[config.mk]
export PLATFORM = sky130hd
export DESIGN_NAME = eeprom_cfg_loader
export DESIGN_NICKNAME = d
export VERILOG_FILES = /design/src/rtl/eeprom_cfg_loader.sv
export SDC_FILE = /design/constraint.sdc
export NUM_CORES = 1
export LEC_CHECK = 0
export ABC_AREA = 1
export BUFFER_PORTS_ARGS = -buffer_cell sky130_fd_sc_hd__buf_2
export CORE_UTILIZATION = 45
export CTS_BUF_LIST = sky130_fd_sc_hd__clkbuf_4 sky130_fd_sc_hd__clkbuf_8
export CTS_CLUSTER_DIAMETER = 150
export DETAILED_ROUTE_END_ITERATION = 6
export PLACE_DENSITY = 0.62
export REMOVE_ABC_BUFFERS = 1
export SLEW_MARGIN = 20
export SYNTH_ARGS = -nofsm -noshare
export SYNTH_HDL_FRONTEND = slang
export SYNTH_SLANG_ARGS = --single-unit
[constraint.sdc]
create_clock -name clk -period 1.8 [get_ports clk]
set_clock_uncertainty 0.15 [all_clocks]
set_input_delay 0 -clock clk [delete_from_list [all_inputs] [get_ports clk]]
set_output_delay 0 -clock clk [all_outputs]
set_load 0.01 [all_outputs]
[src/rtl/eeprom_cfg_loader.sv]
module eeprom_cfg_loader #(
  parameter int CLK_DIV = 25,
  parameter int ADDR_W = 6,
  parameter int SLOT_CYCLES = 12000,
  parameter logic [7:0] CMD_OFS = 8'h0C,
  parameter logic [7:0] PAD_OFS = 8'h28
) (
  input  logic        clk,
  input  logic        rst_n,
  input  logic        pg,
  input  logic [2:0]  host_ctrl,
  output logic        host_do,
  output logic        ee_cs,
  output logic        ee_sk,
  output logic        ee_di,
  input  logic        ee_do,
  output logic        reg_we,
  output logic [7:0]  reg_ofs,
  output logic [15:0] reg_data,
  output logic        phy_rst,
  output logic        done
);
  localparam int FW = 3 + ADDR_W;
  localparam int NB = FW + 16;
  localparam int DW = $clog2(CLK_DIV + 1);
  localparam int BW = $clog2(NB + 1);
  localparam int SW = $clog2(SLOT_CYCLES + 1);

  typedef enum logic [2:0] {GAP, LO, HI, SLOT, FIN} st_t;
  st_t st;

  logic [DW-1:0] dc;
  logic [BW-1:0] bn;
  logic [SW-1:0] sc;
  logic [ADDR_W-1:0] ea;
  logic [15:0] sh;
  logic [7:0] ofs_q;
  logic gap2, phase, fin_pend, pol, pol_seen, rst_act, cs_q, sk_q;

  wire tick     = (dc == DW'(CLK_DIV - 1));
  wire slot_end = (sc == SW'(SLOT_CYCLES - 1));
  wire [FW-1:0] frame = {3'b110, ea};
  wire [FW-1:0] fsh = frame << bn;
  wire [15:0] word = {sh[14:0], ee_do};
  wire busy = (st != FIN);

  assign ee_cs   = busy ? cs_q : host_ctrl[2];
  assign ee_sk   = busy ? sk_q : host_ctrl[1];
  assign ee_di   = busy ? (cs_q & fsh[FW-1]) : host_ctrl[0];
  assign host_do = ee_do;
  assign phy_rst = (rst_act & pg) ? pol : ~pol;

  always_ff @(posedge clk or negedge rst_n) begin
    if (!rst_n) begin
      st <= GAP; dc <= '0; bn <= '0; sc <= '0; ea <= '0; sh <= '0; ofs_q <= '0;
      gap2 <= 1'b0; phase <= 1'b0; fin_pend <= 1'b0; pol <= 1'b0; pol_seen <= 1'b0;
      rst_act <= 1'b0; cs_q <= 1'b0; sk_q <= 1'b0; done <= 1'b0;
      reg_we <= 1'b0; reg_ofs <= '0; reg_data <= '0;
    end else begin
      reg_we <= 1'b0;
      sc <= slot_end ? '0 : sc + 1'b1;
      dc <= (tick || st == SLOT || st == FIN) ? '0 : dc + 1'b1;
      case (st)
        GAP: if (tick) begin
          gap2 <= ~gap2;
          if (gap2) begin
            gap2 <= 1'b0; cs_q <= 1'b1; bn <= '0; st <= LO;
          end
        end
        LO: if (tick) begin
          sk_q <= 1'b1; st <= HI;
        end
        HI: if (tick) begin
          sk_q <= 1'b0;
          sh <= word;
          if (bn == BW'(NB - 1)) begin
            cs_q <= 1'b0;
            ea <= ea + 1'b1;
            if (!phase) begin
              if (word == 16'hFFFF) begin
                fin_pend <= 1'b1; st <= SLOT;
              end else begin
                ofs_q <= word[7:0]; phase <= 1'b1; st <= GAP;
              end
            end else begin
              phase <= 1'b0; st <= SLOT;
              if (ofs_q != PAD_OFS) begin
                reg_we <= 1'b1; reg_ofs <= ofs_q; reg_data <= word;
              end
              if (ofs_q == CMD_OFS) begin
                pol <= word[0]; pol_seen <= 1'b1;
              end
            end
          end else begin
            bn <= bn + 1'b1; st <= LO;
          end
        end
        SLOT: if (slot_end) begin
          if (fin_pend) begin
            rst_act <= 1'b0; done <= 1'b1; st <= FIN;
          end else begin
            rst_act <= rst_act | pol_seen; st <= GAP;
          end
        end
        default: ;
      endcase
    end
  end
endmodule

### Word level (Yosys, flattened, before mapping)

Index checks and enable logic that the tools add are counted.

| cells by class | value |
|---|---|
| add/sub/neg operators | 4 |
| equality and inequality tests | 18 |
| shift operators | 1 |
| muxes and demuxes | 38 |
| bitwise logic cells | 7 |
| reductions and logical operators | 19 |

Operator list:

| cell | count |
|---|---|
| $reduce_and A5 Y1 | 6 |
| $mux W5 | 5 |
| $mux W3 | 8 |
| $mux W1 | 19 |
| $eq A16 B16 Y1 const B | 1 |
| $add A14 B1 Y14 const B | 1 |
| $eq A14 B14 Y1 const B | 1 |
| $mux W14 | 1 |
| $ne A2 B2 Y1 const B | 7 |
| $pmux W3 S4 | 1 |
| $add A5 B1 Y5 const B | 2 |
| $eq A5 B5 Y1 const B | 2 |
| $pmux W5 S2 | 1 |
| $reduce_and A3 Y1 | 3 |
| $shl A9 B5 Y9 | 1 |
| $eq A8 B4 Y1 const B | 1 |
| $ne A8 B6 Y1 const B | 1 |
| $add A6 B1 Y6 const B | 1 |
| $eq A3 B2 Y1 const B | 2 |
| $reduce_and A2 Y1 | 3 |
| $reduce_and A6 Y1 | 1 |
| $not A1 Y1 | 4 |
| $pmux W1 S2 | 2 |
| $reduce_bool A2 Y1 | 2 |
| 9 further kinds | 11 |

| storage, ports and cells | value |
|---|---|
| flip-flop bits (word level) | 90 |
| bits of input ports | 7 |
| output and inout port bits | 31 |
| logic and storage cells | 106 |

### Logic depth before layout (Yosys ltp)

Gate-level depths: netlist of run 1.

| depth | value |
|---|---|
| depth after elaboration | 6 |
| gate-level depth with buffers | 11 |
| gate-level depth less buffers | 11 |

### Worst setup path after synthesis of run 1

Ideal clock, no wire load.

| path | value |
|---|---|
| kind | reg2reg |
| start | reg bn[0] |
| end | reg ofs_q[7] |
| library setup time | 0.119 ns |
| arrival | 1.546 ns |
| required time | 1.531 ns |
| setup slack | -0.015 ns |
| cell stages (with the launch flop) | 11 |
| path buffers | 1 |
| period minus slack after synthesis | 1.815 ns |
| cells stage by stage | dfrtp_1 > inv_1 > ha_1 > nand4_2 > nor2_4 > nand2_4 > inv_2 > nand3_4 > buf_6 > nand2_1 > o21ai_2 |

| between the ends | value |
|---|---|
| longest elaborated chain between the ends | 2 |

Ends and longest elaborated chain:

| item | line | RTL |
|---|---|---|
| start: declaration | 33 | `logic [BW-1:0] bn;` |
| start signal: assignment | 55 | `st <= GAP; dc <= '0; bn <= '0; sc <= '0; ea <= '0; sh <= '0; ofs_q <= '0;` |
| start signal: assignment | 67 | `gap2 <= 1'b0; cs_q <= 1'b1; bn <= '0; st <= LO;` |
| start signal: assignment | 95 | `bn <= bn + 1'b1; st <= LO;` |
| $eq A5 B5 Y1 | 76 | `if (bn == BW'(NB - 1)) begin` |
| $reduce_and A5 Y1 (no source line) | n/a |  |
| end signal: assignment | 55 |  |
| end signal: assignment | 83 | `ofs_q <= word[7:0]; phase <= 1'b1; st <= GAP;` |
| end: declaration | 37 | `logic [7:0] ofs_q;` |

Every way passes these cells.
A chain may end at the register's enable or synchronous reset.

### Final worst setup path of run 1

| path | value |
|---|---|
| start | reg dc[0] |
| end | reg reg_data[4] |

| between the ends | value |
|---|---|
| longest elaborated chain between the ends | 2 |

Ends and longest elaborated chain:

| item | line | RTL |
|---|---|---|
| start: declaration | 32 | `logic [DW-1:0] dc;` |
| start signal: assignment | 62 | `dc <= (tick \|\| st == SLOT \|\| st == FIN) ? '0 : dc + 1'b1;` |
| $eq A5 B5 Y1 | 40 | `wire tick = (dc == DW'(CLK_DIV - 1));` |
| $reduce_and A5 Y1 (no source line) | n/a |  |
| end signal: assignment | 58 | `reg_we <= 1'b0; reg_ofs <= '0; reg_data <= '0;` |
| end signal: assignment | 88 | `reg_we <= 1'b1; reg_ofs <= ofs_q; reg_data <= word;` |
| end: declaration | 19 | `output logic [15:0] reg_data,` |

Every way passes these cells.

==> metrics.md, run 1 <==
| Metric | Value |
|---|---|
| Outcome | `finished clean` |
| Row count | `34` |
| Fin Setup TNS | `0 ps` |
| Grt ovf | `0` |
| Clk slew on worst S/H paths | `90 ps` |
| Initial antenna violation count | `0` |
| CTS Buffer Depth | `2` |
| Comb pwr share | `1.9%` |
| CP Cell Sequence | `inv_1 -> ha_2 -> nand2_2 -> nor2_4 -> buf_6 -> nand2_8 -> nor2_8 -> nand2_8 -> buf_12 -> nand2_2 -> o21ai_2` |
| Vias per inst | `4.96` |
| Sequential share of power | `59.7%` |
| Ys Warns | `0` |
| All-Layer GR Usage | `18.1%` |
| Tmin final | `1790 ps` |
| Critical path class | `register to register` |
| Crit path required time | `around 1900 ps` |
| DR WL/cell | `roughly 13 µm` |
| Core region area | `roughly 8900 µm²` |
| Drc violations | `0` |
| Vias | `3315` |
| Vias in the first global route | `3099` |
| Clock Sinks | `90` |
| Largest net degree at the start of global routing | `36` |
| CTS tree | `done` |
| Layout area overhead | `24.3%` |
| Fill count | `756` |
| Syn_area_per_cell | `between 8 and 9 µm²` |
| Worst-path fanout max | `8` |
| Sequential fraction of the synthesis area | `53.3%` |
| Reg2reg setup slack | `9 ps` |
| Leakage power | `2.57 nW` |
| I/O Buffers | `37` |
| Critical Path Sink Type | `register` |
| Most used DFF post-synth | `dfrtp_1` |
| Final setup fails | `0` |
| Layout Nets | `568` |
| Clk root buf | `clkbuf_8` |
| DIE AREA | `9780 µm²` |
| Crit path DAT | `1890 ps` |
| Final Hold Violating Endpoints | `0` |
| Num CTS Buffers | `9` |
| NetSw | `0.820 mW` |
| Cell Area, Placed | `4700 µm²` |
| Post-Syn Instances | `477` |
| Mapped cell area | `4230 µm²` |
| Iteration-0 DRC Markers | `144` |
| Internal power | `2.56 mW` |
| Async set-reset flop share out of synthesis | `100%` |
| Switch share | `24.2%` |
| CP peak stage delay | `390 ps` |
| Design area | `5250 µm²` |
| Post-synth EDFFs | `0` |
| Final core occ | `59.1%` |
| Layout cell share with drive strength beyond 1 | `roughly 29%` |
| CTS H-tree lvls | `3` |
| Global-route wire length before repair | `around 14000 µm` |
| Unrepaired setup endpoints after global routing | `true` |
| Starting density of the core | `47.5%` |
| Die height | `98.9 µm` |
| Yosys reg bits | `90` |
| DP HPWL | `approximately 5800 µm` |
| Slowest CP cell | `dfrtp_1` |
| Slew margin rel. | `68.7%` |
| P per Cell Area | `644 nW/µm²` |
| DR pass1 iterations | `4` |
| Final WL | `8850 µm` |
| Setup crit start kind | `register` |
| Tightest Pin Transition | `roughly 470 ps` |
| Clock power frac | `38.4%` |
| Die Wd | `98.9 µm` |
| Maximum clock frequency | `558 MHz` |
| Ports | `38` |
| Max cap viols | `0` |
| VDD IR max | `0.000420 V` |
| Final Slew Violations | `0` |
| Routed Antenna Nets | `0` |
| ANT cells | `0` |
| Unique cell type count in the Yosys netlist | `30` |
| Final period util | `between 90 and 100%` |
| Routability cong. | `approximately 0.80` |
| Min-Delay Path Class | `primary input to output port` |
| Clk_lat worst skew | `360 ps` |
## critical path, delay by kind of cell (launching register included)
kind	cells	cell delay [ps]
compound gates	1	50
simple gates	6	560
fa+ha+maj	1	160
flops	1	390
buf+inv	3	370
## power groups by stage
stage	Combinational (mW)	Clock [mW]	Sequential [mW]
floorplan	0.00133	0	2.06
global placement	0.0645	0	2.06
detailed placement	0.0641	0	2.06
CTS	0.0690	1.34	2.02
global route	0.0748	1.42	2.02
finish	0.0647	1.30	2.02
## synth_stat cells, types with 6 or more instances
master     n  share of area [%]
dfrtp_1   90                 53
nand3_1   26                3.1
nand2_1  118                 10
ha_1       6                1.8
xor2_1    11                2.3
o21ai_0   33                3.9
nor3_1     9                1.1
nor2_1    43                3.8
o21ai_2   26                5.4
a21oi_1   10                1.2
nand4_1    8                1.2
inv_1     68                6.0
## path summary, 6_finish.rpt
path,cells after the start,start,endpoint
min,3,host_ctrl[2],ee_cs
min in group asynchronous,3,rst_n,sc[5]
max in group asynchronous,4,rst_n,ea[5]
max,11,dc[0],reg_data[4]
max reg2reg,11,dc[0],reg_data[4]
min reg2reg,1,phase,fin_pend
## area by class of cell
type	instances	area (µm²)	share of cell area [%]
sequential	90	2250	42.9
tap	108	135	2.57
inverter	69	259	4.93
clock inverter	7	56.3	1.07
multi-input combinational	309	1830	34.8
clock buffer	9	124	2.36
timing repair buffer	76	601	11.4
## through the flow
step                total power, mW  setup slack (ps)  hold WS (ps)  instances
floorplan                      2.06              -759          -446        467
finish                         3.38              9.08           164        668
global placement               2.12              20.8          -156        636
global route                   3.51             -64.9           180        668
CTS                            3.43             0.810           169        655
detailed placement             2.12             -34.9          -158        636
## routing by layer
metal	up-vias	GRT usage, %	share of wire (%)
met1	1580	24.4	46
met2	53	29.5	49
met4	0	5.28	0.93
met3	7	3.83	3.2
met5	-	0	0
li1	1675	-	-
## logic make-up (layout without fill, tap and decap cells)
kind of cell	Yosys count	in the layout	synth area share (%)
multiplexers	1	1	0.266
adder cells (fa/ha/maj)	6	6	1.78
AO/OA/AOI/OAI	74	74	11.6
XOR/XNOR	12	12	2.49
flip-flops	90	90	53.3
AND/OR/NAND/NOR	215	216	22.5
buffers and inverters	79	161	8.08
## placed cells by master (no fill, tap or decap), drive strengths merged
cell type / instances
buf: 71
o21ai: 59
nand3: 28
nor3: 9
ha: 6
a22oi: 2
dfrtp: 90
nand4: 9
nand2: 121
xnor2: 1
clkbuf: 11
o31ai: 2
inv: 74
or2: 1
mux2: 1
clkinv: 1
a21oi: 10
nor2: 48
xor2: 11
o311ai: 1
dlygate4sd3: 3
clkinvlp: 1
## registers in the layout, summed over array words and instances (netlist names), 3 cells and up
| register | flops |
|---|---|
| st | 3 |
| sc | 14 |
| sh | 15 |
| dc | 5 |
| ea | 6 |
| reg_data | 16 |
| ofs_q | 8 |
| bn | 5 |
| reg_ofs | 8 |
## timing repair
action                     CTS  global route
hold buffers                 3             0
gates resized for setup      9            44
hold endpoints to repair    94             0
pin swaps                    2             1
gates cloned                 0             4
setup buffers                0             9
setup endpoints to repair   36            57
No activity file was read; power rests on OpenSTA's default activity.
==> run 2: changes to the inputs <==
- PLACE_DENSITY: 0.62 -> 0.59
- clock period: 1.8 -> 2.3 ns (I/O delays scaled with it)
==> run 2 against run 1 <==
Effect of this change:
- sequential power down 22%
- combinational power down 29%
- via count down 6.3%
- die area unchanged
- count of clock-buffer cells in the layout up 2
- clock power down 5%
- global-route usage down 0.28 points
- worst hold slack worse by 130 ps
==> metrics.md, run 2 (synthesis results as in run 1) <==
| Metric | Value |
|---|---|
| Slew margin rel. | `65.6%` |
| Layout area overhead | `13.2%` |
| Worst-path fanout max | `29` |
| Grt ovf | `0` |
| Min-Delay Path Class | `primary input to asynchronous set/reset pin` |
| Clk slew on worst S/H paths | `90 ps` |
| Num CTS Buffers | `9` |
| Final period util | `92.3%` |
| Top flop regs | `reg_data (16), sh (15), sc (14)` |
| DR WL/cell | `12.3 µm` |
| CP Cell Sequence | `inv_1 -> ha_1 -> nand4_2 -> nor2_4 -> nand2_4 -> nor2_8 -> nand2_4 -> buf_12 -> nand2_1 -> o21ai_2` |
| Cell repeated most along the worst path | `nand2_4` |
| Tightest Pin Transition | `516 ps` |
| CP peak stage delay | `about 460 ps` |
| Clk root buf | `clkbuf_8` |
| Crit path DAT | `2230 ps` |
| NetSw | `between 0.6 and 0.7 mW` |
| Critical path class | `register to register` |
| Internal power | `2.25 mW` |
| Slowest CP cell | `dfrtp_1` |
| Starting density of the core | `47.5%` |
| Biggest register | `reg_data` |
| Unrepaired setup endpoints after global routing | `false` |
| Routability cong. | `0.822` |
| Initial antenna violation count | `0` |
| Post-CTS Setup Bufs | `0` |
| Most frequent cells in the layout | `nand2_1 (118), dfrtp_1 (90), inv_1 (68), nor2_1 (43), buf_2 (37)` |
| Routed Antenna Nets | `0` |
| Post-CTS Hold Fix Bufs | `3` |
| DIE AREA | `9780 µm²` |
| Vias per inst | `4.90` |
| Switch share | `21.3%` |
| Row count | `34` |
| Leakage power | `2.41 nW` |
| Placed insts | `615` |
| Post-Place Setup Slack | `197 ps` |
| Final Hold Violating Endpoints | `0` |
| Layout cell share with drive strength beyond 1 | `around a fifth` |
| Die Wd | `98.9 µm` |
| Layout Nets | `534` |
| CTS tree | `done` |
| Maximum clock frequency | `around 470 MHz` |
| Global-route wire length before repair | `13800 µm` |
| Final WL | `7810 µm` |
| Ports | `38` |
| Final setup fails | `0` |
| I/O Buffers | `37` |
| Final core occ | `53.8%` |
| DP HPWL | `5590 µm` |
| Die height | `98.9 µm` |
| Layout Cells excl Fill | `634` |
| Tmin final | `2120 ps` |
| Critical Path Sink Type | `register` |
| Iteration-0 DRC Markers | `119` |
| Total power | `2.86 mW` |
| CTS H-tree lvls | `3` |
| Cts repair resizes | `0` |
| Max cap viols | `0` |
| Vias in the first global route | `3044` |
| Fill count | `855` |
| Outcome | `finished clean` |
| Commonest non-fill, non-tap cell in the layout | `nand2_1` |
| Crit path required time | `2400 ps` |
| Comb pwr share | `1.6%` |
| Clock power frac | `a little over two fifths` |
| All-Layer GR Usage | `roughly 18%` |
| Largest net degree at the start of global routing | `68` |
| DR pass1 iterations | `4` |
| Number of flip-flops in the largest register | `16` |
| Clock Sinks | `90` |
| Core region area | `~8900 µm²` |
| VDD IR max | `approximately 0.00032 V` |
| Final WS setup | `177 ps` |
| Drc violations | `0` |
| Setup crit start kind | `register` |
| Final Slew Violations | `0` |
| CTS Buffer Depth | `2` |
| Clk_lat worst skew | `about 360 ps` |
| P per Cell Area | `roughly 600 nW/µm²` |
| Vias | `3107` |
| Fin Setup TNS | `0 ps` |
| Sequential share of power | `55.2%` |
| ANT cells | `0` |
[run 2: changes by cell type in the layout (fill, tap and decap cells not counted), sizes merged]
| cell | previous run | this run |
|---|---|---|
| buf | 71 | 41 |
| clkinvlp | 1 | 0 |
| bufinv | 0 | 2 |
| inv | 74 | 70 |
| dlygate4sd3 | 3 | 2 |
| nand3 | 28 | 27 |
| clkinv | 1 | 2 |
[run 2: worst paths after layout]
| kind | slack, ps | start | endpoint | cells after the start |
|---|---|---|---|---|
| setup / recovery | 180 | bn[0] | reg_data[8] | 10 |
| hold / removal | 40 | rst_n | sc[3] | 3 |
| setup reg to reg | 180 | bn[0] | reg_data[8] | 10 |
| hold reg to reg | 310 | phase | fin_pend | 1 |
| max in group asynchronous | 1520 | rst_n | cs_q | 3 |
| min in group clk | 160 | host_ctrl[2] | ee_cs | 3 |
[run 2: stage by stage]
| step | area [µm²] | hold WS [ps] |
|---|---|---|
| finish | 4780 | 38.4 |
| global route | 4780 | 63.1 |
| CTS | 4790 | 47.1 |
| detailed placement | 4530 | -217 |
| global placement | 4530 | -220 |
| floorplan | 4140 | -446 |
[run 2: critical path, delay by kind of cell (launching register included)]
kind                       cells  cell delay, ps
DFF                            1             460
AOI/OAI and AO/OA              1              50
and+or+nand+nor                6             810
adders and majority gates      1             180
buffers and inverters          2             350
[run 2: final cells by class]
cell class,count,area (µm²),area share [%]
flip-flops and latches,90,2250,47.1
inverters,69,259,5.41
clock buffers,11,145,3.03
well taps,108,135,2.83
multi-input cells,308,1630,34.1
repair buffers,43,273,5.70
clock inverters,5,86.3,1.80
[run 2: power groups by stage]
stage          clock [mW]  combinational, mW  sequential [mW]
2_1_floorplan           0            0.00104             1.61
3_3_place_gp            0             0.0458             1.61
3_5_place_dp            0             0.0457             1.61
4_1_cts              1.27             0.0496             1.58
5_1_grt              1.34             0.0544             1.58
6_report             1.24             0.0462             1.58
[run 2: per-layer routing]
metal / GRT usage (%) / vias up / part of all wire [%]
met5: 0 / - / 0
met3: 3.69 / 13 / 2.9
met1: 24.0 / 1455 / 49
met2: 27.9 / 42 / 47
met4: 7.92 / 0 / 1.7
li1: - / 1597 / -
==> run 3: changes to the inputs <==
- PLACE_DENSITY: 0.59 -> 0.72
- clock period: 2.3 -> 2.15 ns (I/O delays scaled with it)
==> run 3 against run 2 <==
Effect of this change:
- sequential power up 7%
- flip-flop and latch count is the same
- first-iteration DRC count grew 15%
- sequential share of layout area grew 0.11 points
- non-clock buffer count up 2
- total power fell by 1.4%
- largest cell class unchanged
- highest routed layer unchanged
==> metrics.md, run 3 (synthesis results as in run 1) <==
| Metric | Value |
|---|---|
| CTS tree | `done` |
| Clk slew on worst S/H paths | `90 ps` |
| Reg2reg setup slack | `150 ps` |
| Layout cell share with drive strength beyond 1 | `between 15 and 20%` |
| DR pass1 iterations | `4` |
| Critical path class | `register to register` |
| DIE AREA | `9780 µm²` |
| Ports | `38` |
| Leakage power | `2.37 nW` |
| Clk_lat worst skew | `360 ps` |
| Grt ovf | `0` |
| Num CTS Buffers | `9` |
| Setup crit start kind | `register` |
| Tmin final | `2000 ps` |
| CP Cell Sequence | `inv_1 -> ha_1 -> nand4_4 -> nor2_4 -> nand2_4 -> nor2_8 -> nand2_8 -> buf_12 -> nand2_1 -> o21ai_2` |
| Crit path DAT | `2100 ps` |
| Clk root buf | `clkbuf_8` |
| Min-Delay Path Class | `primary input to output port` |
| CTS Buffer Depth | `2` |
| Design area | `4770 µm²` |
| Largest net degree at the start of global routing | `66` |
| Vias per inst | `4.97` |
| DR WL/cell | `12.6 µm` |
| Global-route wire length before repair | `approximately 14000 µm` |
| Crit path required time | `2250 ps` |
| Layout Nets | `536` |
| Max cap viols | `0` |
| Clock Sinks | `90` |
| Final Slew Violations | `0` |
| Iteration-0 DRC Markers | `roughly 140` |
| Worst-path fanout max | `30` |
| ANT cells | `0` |
| Final period util | `between 90% and 100%` |
| Vias | `3157` |
| Critical Path Sink Type | `register` |
| Hold path depth | `3` |
| Placed insts | `616` |
| Maximum clock frequency | `500 MHz` |
| Die height | `98.9 µm` |
| Reg2Reg Launch Point | `bn[1]` |
| Final Hold Violating Endpoints | `0` |
| Initial antenna violation count | `0` |
| All-Layer GR Usage | `18.2%` |
| Outcome | `finished clean` |
| Layout Cells excl Fill | `between 600 and 700` |
| Unrepaired setup endpoints after global routing | `false` |
| VDD IR max | `0.000384 V` |
| Worst Hold Launch | `host_ctrl[2]` |
| Top flop regs | `reg_data (16), sh (15), sc (14)` |
| Starting density of the core | `47.5%` |
| Number of flip-flops in the largest register | `16` |
| R2r endpoint | `reg_data[8]` |
| Most frequent cells in the layout | `nand2_1 (118), dfrtp_1 (90), inv_1 (68), nor2_1 (43), buf_2 (36)` |
| CP peak stage delay | `420 ps` |
| Layout area overhead | `12.9%` |
| Slew margin rel. | `77.5%` |
| Commonest non-fill, non-tap cell in the layout | `nand2_1` |
| Drc violations | `0` |
| Core region area | `8890 µm²` |
| Total power | `2.82 mW` |
| Routed Antenna Nets | `0` |
| Fill count | `807` |
| I/O Buffers | `37` |
| Row count | `34` |
| Hold EP | `ee_cs` |
| Routability cong. | `0.882` |
| Cell Area, Placed | `4520 µm²` |
| Vias in the first global route | `3088` |
| Slowest CP cell | `dfrtp_1` |
| Final setup fails | `0` |
| Die Wd | `98.9 µm` |
| DP HPWL | `5700 µm` |
| Final WL | `8000 µm` |
| CTS H-tree lvls | `3` |
| Tightest Pin Transition | `337 ps` |
| P per Cell Area | `approximately 590 nW/µm²` |
| R2R depth | `10` |
| Final core occ | `53.7%` |
| Biggest register | `reg_data` |
run 3: worst max path at each step:
stage | start | endpoint | slack, ps | cells after the start
5_1_grt | bn[1] | reg_data[8] | 10 | 10
3_5_place_dp | bn[0] | reg_data[6] | 140 | 10
3_3_place_gp | bn[0] | reg_data[7] | 210 | 10
4_1_cts | bn[1] | reg_data[6] | 150 | 10
2_1_floorplan | dc[0] | ea[5] | -410 | 11
6_report | bn[1] | reg_data[8] | 150 | 10
run 3: layer usage:
metal	routed length, µm	GRT usage (%)
met1	3800	23.4
met2	3840	29.8
met3	265	4.47
met4	91	7.00
met5	0	0
run 3: timing repair:
item                                    in CTS  in global routing
hold endpoints to repair                    94                  0
gates resized for setup                      0                  2
setup buffers                                0                  0
hold buffers                                 4                  0
endpoints found under the setup margin       0                  1
run 3: layout make-up:
type                    count  area [µm²]  share of cell area (%)
clock buffers               9         124                    2.60
clock inverters             6        58.8                    1.23
inverters                  69         259                    5.43
multi-input cells         308        1650                    34.6
flip-flops and latches     90        2250                    47.2
well taps                 108         135                    2.83
repair buffers             45         293                    6.14
run 3: power by group:
group	switching (mW)	internal (mW)	total, mW
clock network	0.637	0.440	1.08
logic	0.0378	0.0163	0.0541
registers	0	1.69	1.69
total	0.675	2.15	2.82
run 3: through the flow:
step,setup WS [ps],hold WS (ps),TNS [ps]
2_1_floorplan,-409,-446,-2040
3_3_place_gp,205,-217,0
3_5_place_dp,142,-212,0
4_1_cts,145,167,0
5_1_grt,14.3,183,0
6_report,148,163,0
run 3: worst max-delay path: cells and delay by family (launching register included):
kind / cells / cell delay (ps)
AND/OR/NAND/NOR: 6 / 770
flip-flops: 1 / 420
buffers and inverters: 2 / 290
adder cells (fa/ha/maj): 1 / 190
AO/OA/AOI/OAI: 1 / 50
